`config.mk`:
```
export PLATFORM = sky130hd
export DESIGN_NAME = char_cell_serializer
export DESIGN_NICKNAME = d
export VERILOG_FILES = /design/src/rtl/cell_ser_pkg.sv /design/src/rtl/cell_ser_cfg.sv /design/src/rtl/cell_ser_count.sv /design/src/rtl/cell_ser_shift.sv /design/src/rtl/char_cell_serializer.sv
export SDC_FILE = /design/constraint.sdc
export NUM_CORES = 1
export LEC_CHECK = 0
export BUFFER_PORTS_ARGS = -buffer_cell sky130_fd_sc_hd__buf_2
export CAP_MARGIN = 0
export CORE_MARGIN = 1.5
export CORE_UTILIZATION = 53
export CTS_CLUSTER_DIAMETER = 200
export DETAILED_ROUTE_END_ITERATION = 16
export GPL_ROUTABILITY_DRIVEN = 1
export GPL_TIMING_DRIVEN = 0
export PLACE_DENSITY = 0.86
export SLEW_MARGIN = 20
export SYNTH_ARGS = -nofsm -noshare
export SYNTH_HDL_FRONTEND = slang
export SYNTH_SLANG_ARGS = --single-unit
```
`constraint.sdc`:
```
create_clock -name clk -period 1.87 [get_ports clk]
set_clock_uncertainty 0.05 [all_clocks]
set_input_delay 0.561 -clock clk [delete_from_list [all_inputs] [get_ports clk]]
set_output_delay 0.561 -clock clk [all_outputs]
set_load 0.02 [all_outputs]
```
`src/rtl/cell_ser_pkg.sv`:
```
// Package: shared control-word layout and the active-count clamp.
// Assumes the control word is two equal nibbles, width-minus-one on top.
package cell_ser_pkg;
    localparam int FIELD_W = 4;
    localparam int CTRL_W  = 2 * FIELD_W;

    typedef struct packed {
        logic [FIELD_W-1:0] width_m1;
        logic [FIELD_W-1:0] active;
    } cell_cfg_t;

    // Limit the active field to the number of bits in one pattern byte.
    function automatic logic [FIELD_W-1:0] clamp_active(
        input logic [FIELD_W-1:0] act, input int unsigned limit);
        return (act > limit[FIELD_W-1:0]) ? limit[FIELD_W-1:0] : act;
    endfunction
endpackage

```
`src/rtl/cell_ser_cfg.sv`:
```
// Module: holds the written control word and the copy used by the running
// cell. Assumes the load strobe is high only at a cell boundary.
module cell_ser_cfg
    import cell_ser_pkg::*;
#(
    parameter logic [CTRL_W-1:0] RESET_CTRL = 8'h78
) (
    input  logic              clk,
    input  logic              rst_n,
    input  logic              wr,
    input  logic [CTRL_W-1:0] wdata,
    input  logic              load,
    output cell_cfg_t         pend_o,
    output cell_cfg_t         cur_o
);
    cell_cfg_t pend_q, cur_q;

    // Capture software writes at any time.
    always_ff @(posedge clk) begin
        if (!rst_n)  pend_q <= cell_cfg_t'(RESET_CTRL);
        else if (wr) pend_q <= cell_cfg_t'(wdata);
    end

    // Move the written word into use only at a boundary.
    always_ff @(posedge clk) begin
        if (!rst_n)    cur_q <= cell_cfg_t'(RESET_CTRL);
        else if (load) cur_q <= pend_q;
    end

    assign pend_o = pend_q;
    assign cur_o  = cur_q;
endmodule

```
`src/rtl/cell_ser_count.sv`:
```
// Module: pixel position inside the current cell. Position 0 is the
// boundary. Assumes width values are already width-minus-one.
module cell_ser_count
    import cell_ser_pkg::*;
(
    input  logic               clk,
    input  logic               rst_n,
    input  logic               step,
    input  logic               clr,
    input  logic [FIELD_W-1:0] width_cur,
    input  logic [FIELD_W-1:0] width_new,
    output logic [FIELD_W-1:0] pos_o,
    output logic               at_start_o
);
    logic [FIELD_W-1:0] pos_q;

    // Advance one position per enabled pixel and wrap at the cell width.
    always_ff @(posedge clk) begin
        if (!rst_n || clr) begin
            pos_q <= '0;
        end else if (step) begin
            if (pos_q == '0)
                pos_q <= (width_new == '0) ? '0 : FIELD_W'(1);
            else if (pos_q == width_cur)
                pos_q <= '0;
            else
                pos_q <= pos_q + FIELD_W'(1);
        end
    end

    assign pos_o      = pos_q;
    assign at_start_o = (pos_q == '0);
endmodule

```
`src/rtl/cell_ser_shift.sv`:
```
// Module: pattern shift register and pixel decision. Assumes the load
// strobe is high only at a cell boundary and that pos counts from 0.
module cell_ser_shift
    import cell_ser_pkg::*;
#(
    parameter int PAT_W = 8
) (
    input  logic               clk,
    input  logic               rst_n,
    input  logic               step,
    input  logic               clr,
    input  logic               load,
    input  logic               valid,
    input  logic [PAT_W-1:0]   data,
    input  logic [FIELD_W-1:0] act_new,
    input  logic [FIELD_W-1:0] pos,
    output logic               pix_o
);
    logic [PAT_W-1:0]   sh_q;
    logic [FIELD_W-1:0] act_q;
    logic               have_q;
    logic               pix_q;
    logic [FIELD_W-1:0] act_lim;

    // Active count after the byte-width ceiling.
    always_comb act_lim = clamp_active(act_new, PAT_W);

    // Load a byte at the boundary, otherwise shift one bit per pixel.
    always_ff @(posedge clk) begin
        if (!rst_n || clr) begin
            sh_q   <= '0;
            act_q  <= '0;
            have_q <= 1'b0;
            pix_q  <= 1'b0;
        end else if (step) begin
            if (load) begin
                have_q <= valid;
                act_q  <= act_lim;
                sh_q   <= {data[PAT_W-2:0], 1'b0};
                pix_q  <= valid && (act_lim != '0) && data[PAT_W-1];
            end else begin
                sh_q   <= {sh_q[PAT_W-2:0], 1'b0};
                pix_q  <= have_q && (pos < act_q) && sh_q[PAT_W-1];
            end
        end
    end

    assign pix_o = pix_q;
endmodule

```
`src/rtl/char_cell_serializer.sv`:
```
// Module: top of the character cell serializer. Connects the control-word
// holder, the position counter and the shifter. Assumes the upstream
// source keeps pat_data stable while pat_valid is high.
module char_cell_serializer
    import cell_ser_pkg::*;
#(
    parameter int                PAT_W      = 8,
    parameter logic [CTRL_W-1:0] RESET_CTRL = 8'h78
) (
    input  logic              clk,
    input  logic              rst_n,
    input  logic              pix_en,
    input  logic              line_en,
    input  logic              ctrl_wr,
    input  logic [CTRL_W-1:0] ctrl_wdata,
    input  logic              pat_valid,
    input  logic [PAT_W-1:0]  pat_data,
    output logic              pat_ready,
    output logic              pix_fg,
    output logic              cell_start
);
    cell_cfg_t          cfg_pend, cfg_cur;
    logic [FIELD_W-1:0] pos;
    logic               at_start;
    logic               step;
    logic               boundary;
    logic               start_q;

    // One enabled pixel inside the active line.
    always_comb step     = pix_en && line_en;
    // The first pixel of a cell, which takes a byte and a control word.
    always_comb boundary = step && at_start;

    cell_ser_cfg #(.RESET_CTRL(RESET_CTRL)) i_cfg (
        .clk    (clk),
        .rst_n  (rst_n),
        .wr     (ctrl_wr),
        .wdata  (ctrl_wdata),
        .load   (boundary),
        .pend_o (cfg_pend),
        .cur_o  (cfg_cur)
    );

    cell_ser_count i_count (
        .clk        (clk),
        .rst_n      (rst_n),
        .step       (step),
        .clr        (!line_en),
        .width_cur  (cfg_cur.width_m1),
        .width_new  (cfg_pend.width_m1),
        .pos_o      (pos),
        .at_start_o (at_start)
    );

    cell_ser_shift #(.PAT_W(PAT_W)) i_shift (
        .clk     (clk),
        .rst_n   (rst_n),
        .step    (step),
        .clr     (!line_en),
        .load    (boundary),
        .valid   (pat_valid),
        .data    (pat_data),
        .act_new (cfg_pend.active),
        .pos     (pos),
        .pix_o   (pix_fg)
    );

    // Strobe that lines up with the first pixel of each cell.
    always_ff @(posedge clk) begin
        if (!rst_n) start_q <= 1'b0;
        else        start_q <= boundary;
    end

    assign pat_ready  = boundary;
    assign cell_start = start_q;
endmodule

```
# Yosys cells after proc, flatten, opt, wreduce, memory -nomap -nowiden
# Index checks and enable logic that the tools add are counted.
# totals
reg_bits	31
out_inout_bits	3
elab_cells	32
input_bits	22
# op_classes
reduce_logical	13
muxes	6
eq_ne	1
n_addsub	1
n_lt_le_gt_ge	2
# op_table
operator	n
2-to-1 mux 4 bit	3
zero test 4 bit	2
2-to-1 mux 8 bit	1
logical AND 1 bit	6
adder 4 x 1 -> 4 bit (second input constant)	1
== test 4 bit	1
greater-than comparator 4 bit (second input constant)	1
less-than comparator 4 bit	1
nonzero test 4 bit	1
zero test 1 bit	2
2-to-1 mux 1 bit	2
AND reduction 2 bit	1
logical OR 1 bit	1

# Depth between registers and ports, before layout
# depth
word_depth	6
mapped_depth	7
mapped_depth_nobuf	7

# Modules after synthesis
# Synthesis repeated with hierarchy kept, for this count alone.
# hier_totals
cells_unflattened	165
area_unflattened_um2	1565.3
# by_module_without_submodules
module	instances	seq_area_each_um2	cells_per_inst	area_per_inst_um2
cell_ser_shift	1	260.2	73	626.9
cell_ser_cfg	1	320.3	51	590.6
cell_ser_count	1	80.1	36	300.3
char_cell_serializer	1	20.0	5	47.5

# Worst setup path after synthesis
# No wires, ideal clock.
# synth_timing
kind	register to output
startpoint	reg i_count.pos_q[0], in the netlist i_count.pos_o[0]
endpoint	out pat_ready
stages_incl_launch_ff	6
arrival_ns	1.185
path_slack_ns	0.074
path_buffers	0
required_ns	1.259
cell_sequence	dfxtp_1 inv_1 ha_1 nor3b_4 nand2_4 inv_2
# synth_between
elab_chain_cells	2
# synth_rtl
element	line_no	text
start, declared	cell_ser_count.sv:15	logic [FIELD_W-1:0] pos_q;
start signal, assigned	cell_ser_count.sv:23	pos_q <= (width_new == '0) ? '0 : FIELD_W'(1);
start signal, assigned	cell_ser_count.sv:27	pos_q <= pos_q + FIELD_W'(1);
zero test 4 bit	cell_ser_count.sv:32	assign at_start_o = (pos_q == '0);
logical AND 1 bit	char_cell_serializer.sv:32	always_comb boundary = step && at_start;
end, declared	char_cell_serializer.sv:18	output logic pat_ready,
# No other way between the ends.

# Worst setup path after layout
# layout_timing
startpoint	reg i_count.pos_q[1], in the netlist i_count.pos_o[1]
endpoint	out pat_ready
# The elaborated chain is that of the path after synthesis.

==> flow_summary.toml <==
[power]
p_clk_share_pct = 32.4
p_comb_share_pct = 12.0
power_frac_seq_pct = 55.5
p_switching_uw = 306
irDropWorstVdd_mv = 0.507
power.density_mw_per_mm2 = 741
power.internal_uw = 913
p_leak_nw = 0.727
p_sw_share_pct = 25.1

[yosys]
yosysTopAreaCell = "dfxtp_1"
yosys_warnings = 0
synthCells = 150
syn_area_mm2 = 0.00136
ys_seq_area_share_pct = 44.2
synth_top_cell_area_share_pct = 44.2
synth_cell_type_count = 30
syn-num-nets = 177
netlist_top_cells_area = "dfxtp_1 (44%), mux2i_1 (10%), nand2_1 (7.2%)"
synth_seq_cells = 30
syn_avg_cell_area_um2 = 9.05

[route]
dr.pass1.iters = 4
drc_errors = 0
ant_nets = 0
vias = 1161
wirelength_mm = 2.87
drtIter0Drc = 21
wl_per_cell_um = 13.2
vias_per_cell = 5.33

[grt]
grtUsageTotal_pct = 21.2
grt_pass1_wl_mm = 4.30
grt_pass1_vias = 1010
grt_antenna_before_repair = 0
overflow = 0
grt_max_degree = 11

[placement]
pre_cts_ws_ns = -0.252
place_inst = 203
dp_hpwl_mm = 1.99
gp_congestion = 0.859
port_buffers = 23
placed_cell_area_mm2 = 0.00151

[clocking]
clk_pin_slew_ns = 0.09
cts_max_level = 2
cts.sinks = 30
tritoncts = "done"
clock_latency_ns = 0.33
ctsRootBufferMaster = "clkbuf_4"
numCtsBuffers = 5
cts_hold_buf = 0
clock_path_buffers = 2

[setup_path]
critPathLaunch = "i_count.pos_o[1]"
cp-end-kind = "output pin"
crit_path_max_fanout = 2
required_ns = 1.26
cp-start-kind = "flip-flop"
worstPathArrival_ns = 1.41
critPathKind = "reg2out"
r2r-start = "i_count.pos_o[1]"

[floorplan]
fp.dieArea_mm2 = 0.00287
dieWidth_um = 53.6
num_io_pins = 25
die_h_um = 53.6
start_util_pct = 55.3
core_area_mm2 = 0.00245
num_rows = 18

[sta]
post-route-min-period_ns = 2.02
fin_setup_tns_ns = -0.146
setup_violations = 1
worst_slew_pin_slew_ns = 0.558
whs_ns = 0.399
maxSlewViolCount = 0
fin_ws_ns = -0.146
max_freq_mhz = 496
slew-limit-headroom_pct = 62.8
timing.final.crit_share_pct = 108
rsz0062_at_grt = "yes"
hold_violations = 0

[cells_and_area]
fin_nets = 214
final_common_cell = "dfxtp_1"
design_area_mm2 = 0.00164
final_cell_mix = "dfxtp_1 (28), nand2_1 (26), buf_2 (24)"
stdcell_count = 218
drive_gt1_share_pct = 26.6
syn_to_final_growth_pct = 21.1
diodes = 0

[run_status]
violations = "negative setup slack"
status = "complete, but fails checks"

[worst_hold_path]
hp-class = "in2reg"
holdCritStartpoint = "ctrl_wdata[5]"

[job]
drv_cap = 0
## worst paths after layout
kind,end,slack (ns),cells past startpoint
max,pat_ready,-0.15,6
min,i_cfg.pend_o[5],0.40,3
max reg2reg,i_count.pos_o[1],0.09,9
min reg2reg,i_shift.act_q[2],0.41,2
## critical path, cell delays in order (launching register included)
cell,delay [ns]
dfxtp_4,0.36
inv_2,0.05
ha_2,0.16
nor3b_4,0.25
nand2_4,0.10
clkinv_4,0.06
buf_6,0.11
## registers in the layout, summed over array words and instances (netlist names)
| signal | cells |
|---|---|
| i_cfg.pend_o | 8 |
| i_shift.sh_q | 7 |
| i_cfg.cur_o | 4 |
| i_count.pos_o | 4 |
| i_shift.act_q | 4 |
| cell_start | 1 |
| i_shift.have_q | 1 |
| i_shift.pix_o | 1 |
## stage by stage
step / utilization [%] / power, mW
2_1_floorplan: - / 0.778
3_3_place_gp: 61.5 / 0.818
3_5_place_dp: 61.5 / 0.827
4_1_cts: 66.6 / 1.23
5_1_grt: 67.0 / 1.27
6_report: 67.0 / 1.22
## synth_stat cells
cell type	number
a211oi_1	4
a211oi_2	1
a21boi_1	1
a21oi_1	11
a22oi_1	1
a31oi_1	1
and2_1	2
and3_2	1
buf_2	2
buf_8	1
clkbuf_1	3
dfxtp_1	30
ha_1	5
inv_1	5
inv_2	1
mux2i_1	14
nand2_1	26
nand2_4	1
nand2b_1	1
nand3_1	4
nand3b_1	3
nand4_1	3
nor2_1	9
nor2b_1	4
nor3_1	1
nor3b_4	1
o21ai_0	6
or4_1	2
xnor2_1	4
xor2_1	2
## cells by family (layout without fill, tap and decap cells)
family	count (synthesis)	in the layout	synth area share (%)
AOI/OAI and AO/OA	25	25	11.0
muxes	14	14	10.3
and+or+nand+nor	58	58	21.7
adders and majority gates	5	5	4.61
DFF	30	30	44.2
buffers and inverters	12	50	4.33
xor gates and xnor gates	6	6	3.87
## metal layers
| layer | vias to the layer above | GRT usage [%] | share of wire [%] |
|---|---|---|---|
| li1 | 587 | - | - |
| met1 | 533 | 22.8 | 41 |
| met2 | 39 | 39.5 | 53 |
| met3 | 2 | 6.67 | 5.7 |
| met4 | 0 | 5.98 | 0.73 |
| met5 | - | 0 | 0 |
## area by class of cell
class | instances | area [um^2]
clock inverters | 1 | 5.00
inverters | 6 | 27.5
clock buffers | 7 | 55.1
flip-flops and latches | 30 | 608
well taps | 30 | 37.5
repair buffers | 30 | 174
plain buffers | 6 | 36.3
fillers | 204 | 811
multi-input cells | 108 | 701
## power by group through the flow
stage | logic, mW | registers, mW | clock network, mW
6_report | 0.147 | 0.677 | 0.395
4_1_cts | 0.146 | 0.677 | 0.407
5_1_grt | 0.162 | 0.680 | 0.432
3_3_place_gp | 0.125 | 0.694 | 0
2_1_floorplan | 0.0851 | 0.693 | 0
3_5_place_dp | 0.132 | 0.695 | 0
## timing repair
action	4_1_cts	5_1_grt
pin swaps	1	2
setup endpoints to repair	1	1
gates resized for setup	8	4
setup buffers	6	1
No activity file was read; power rests on OpenSTA's default activity.
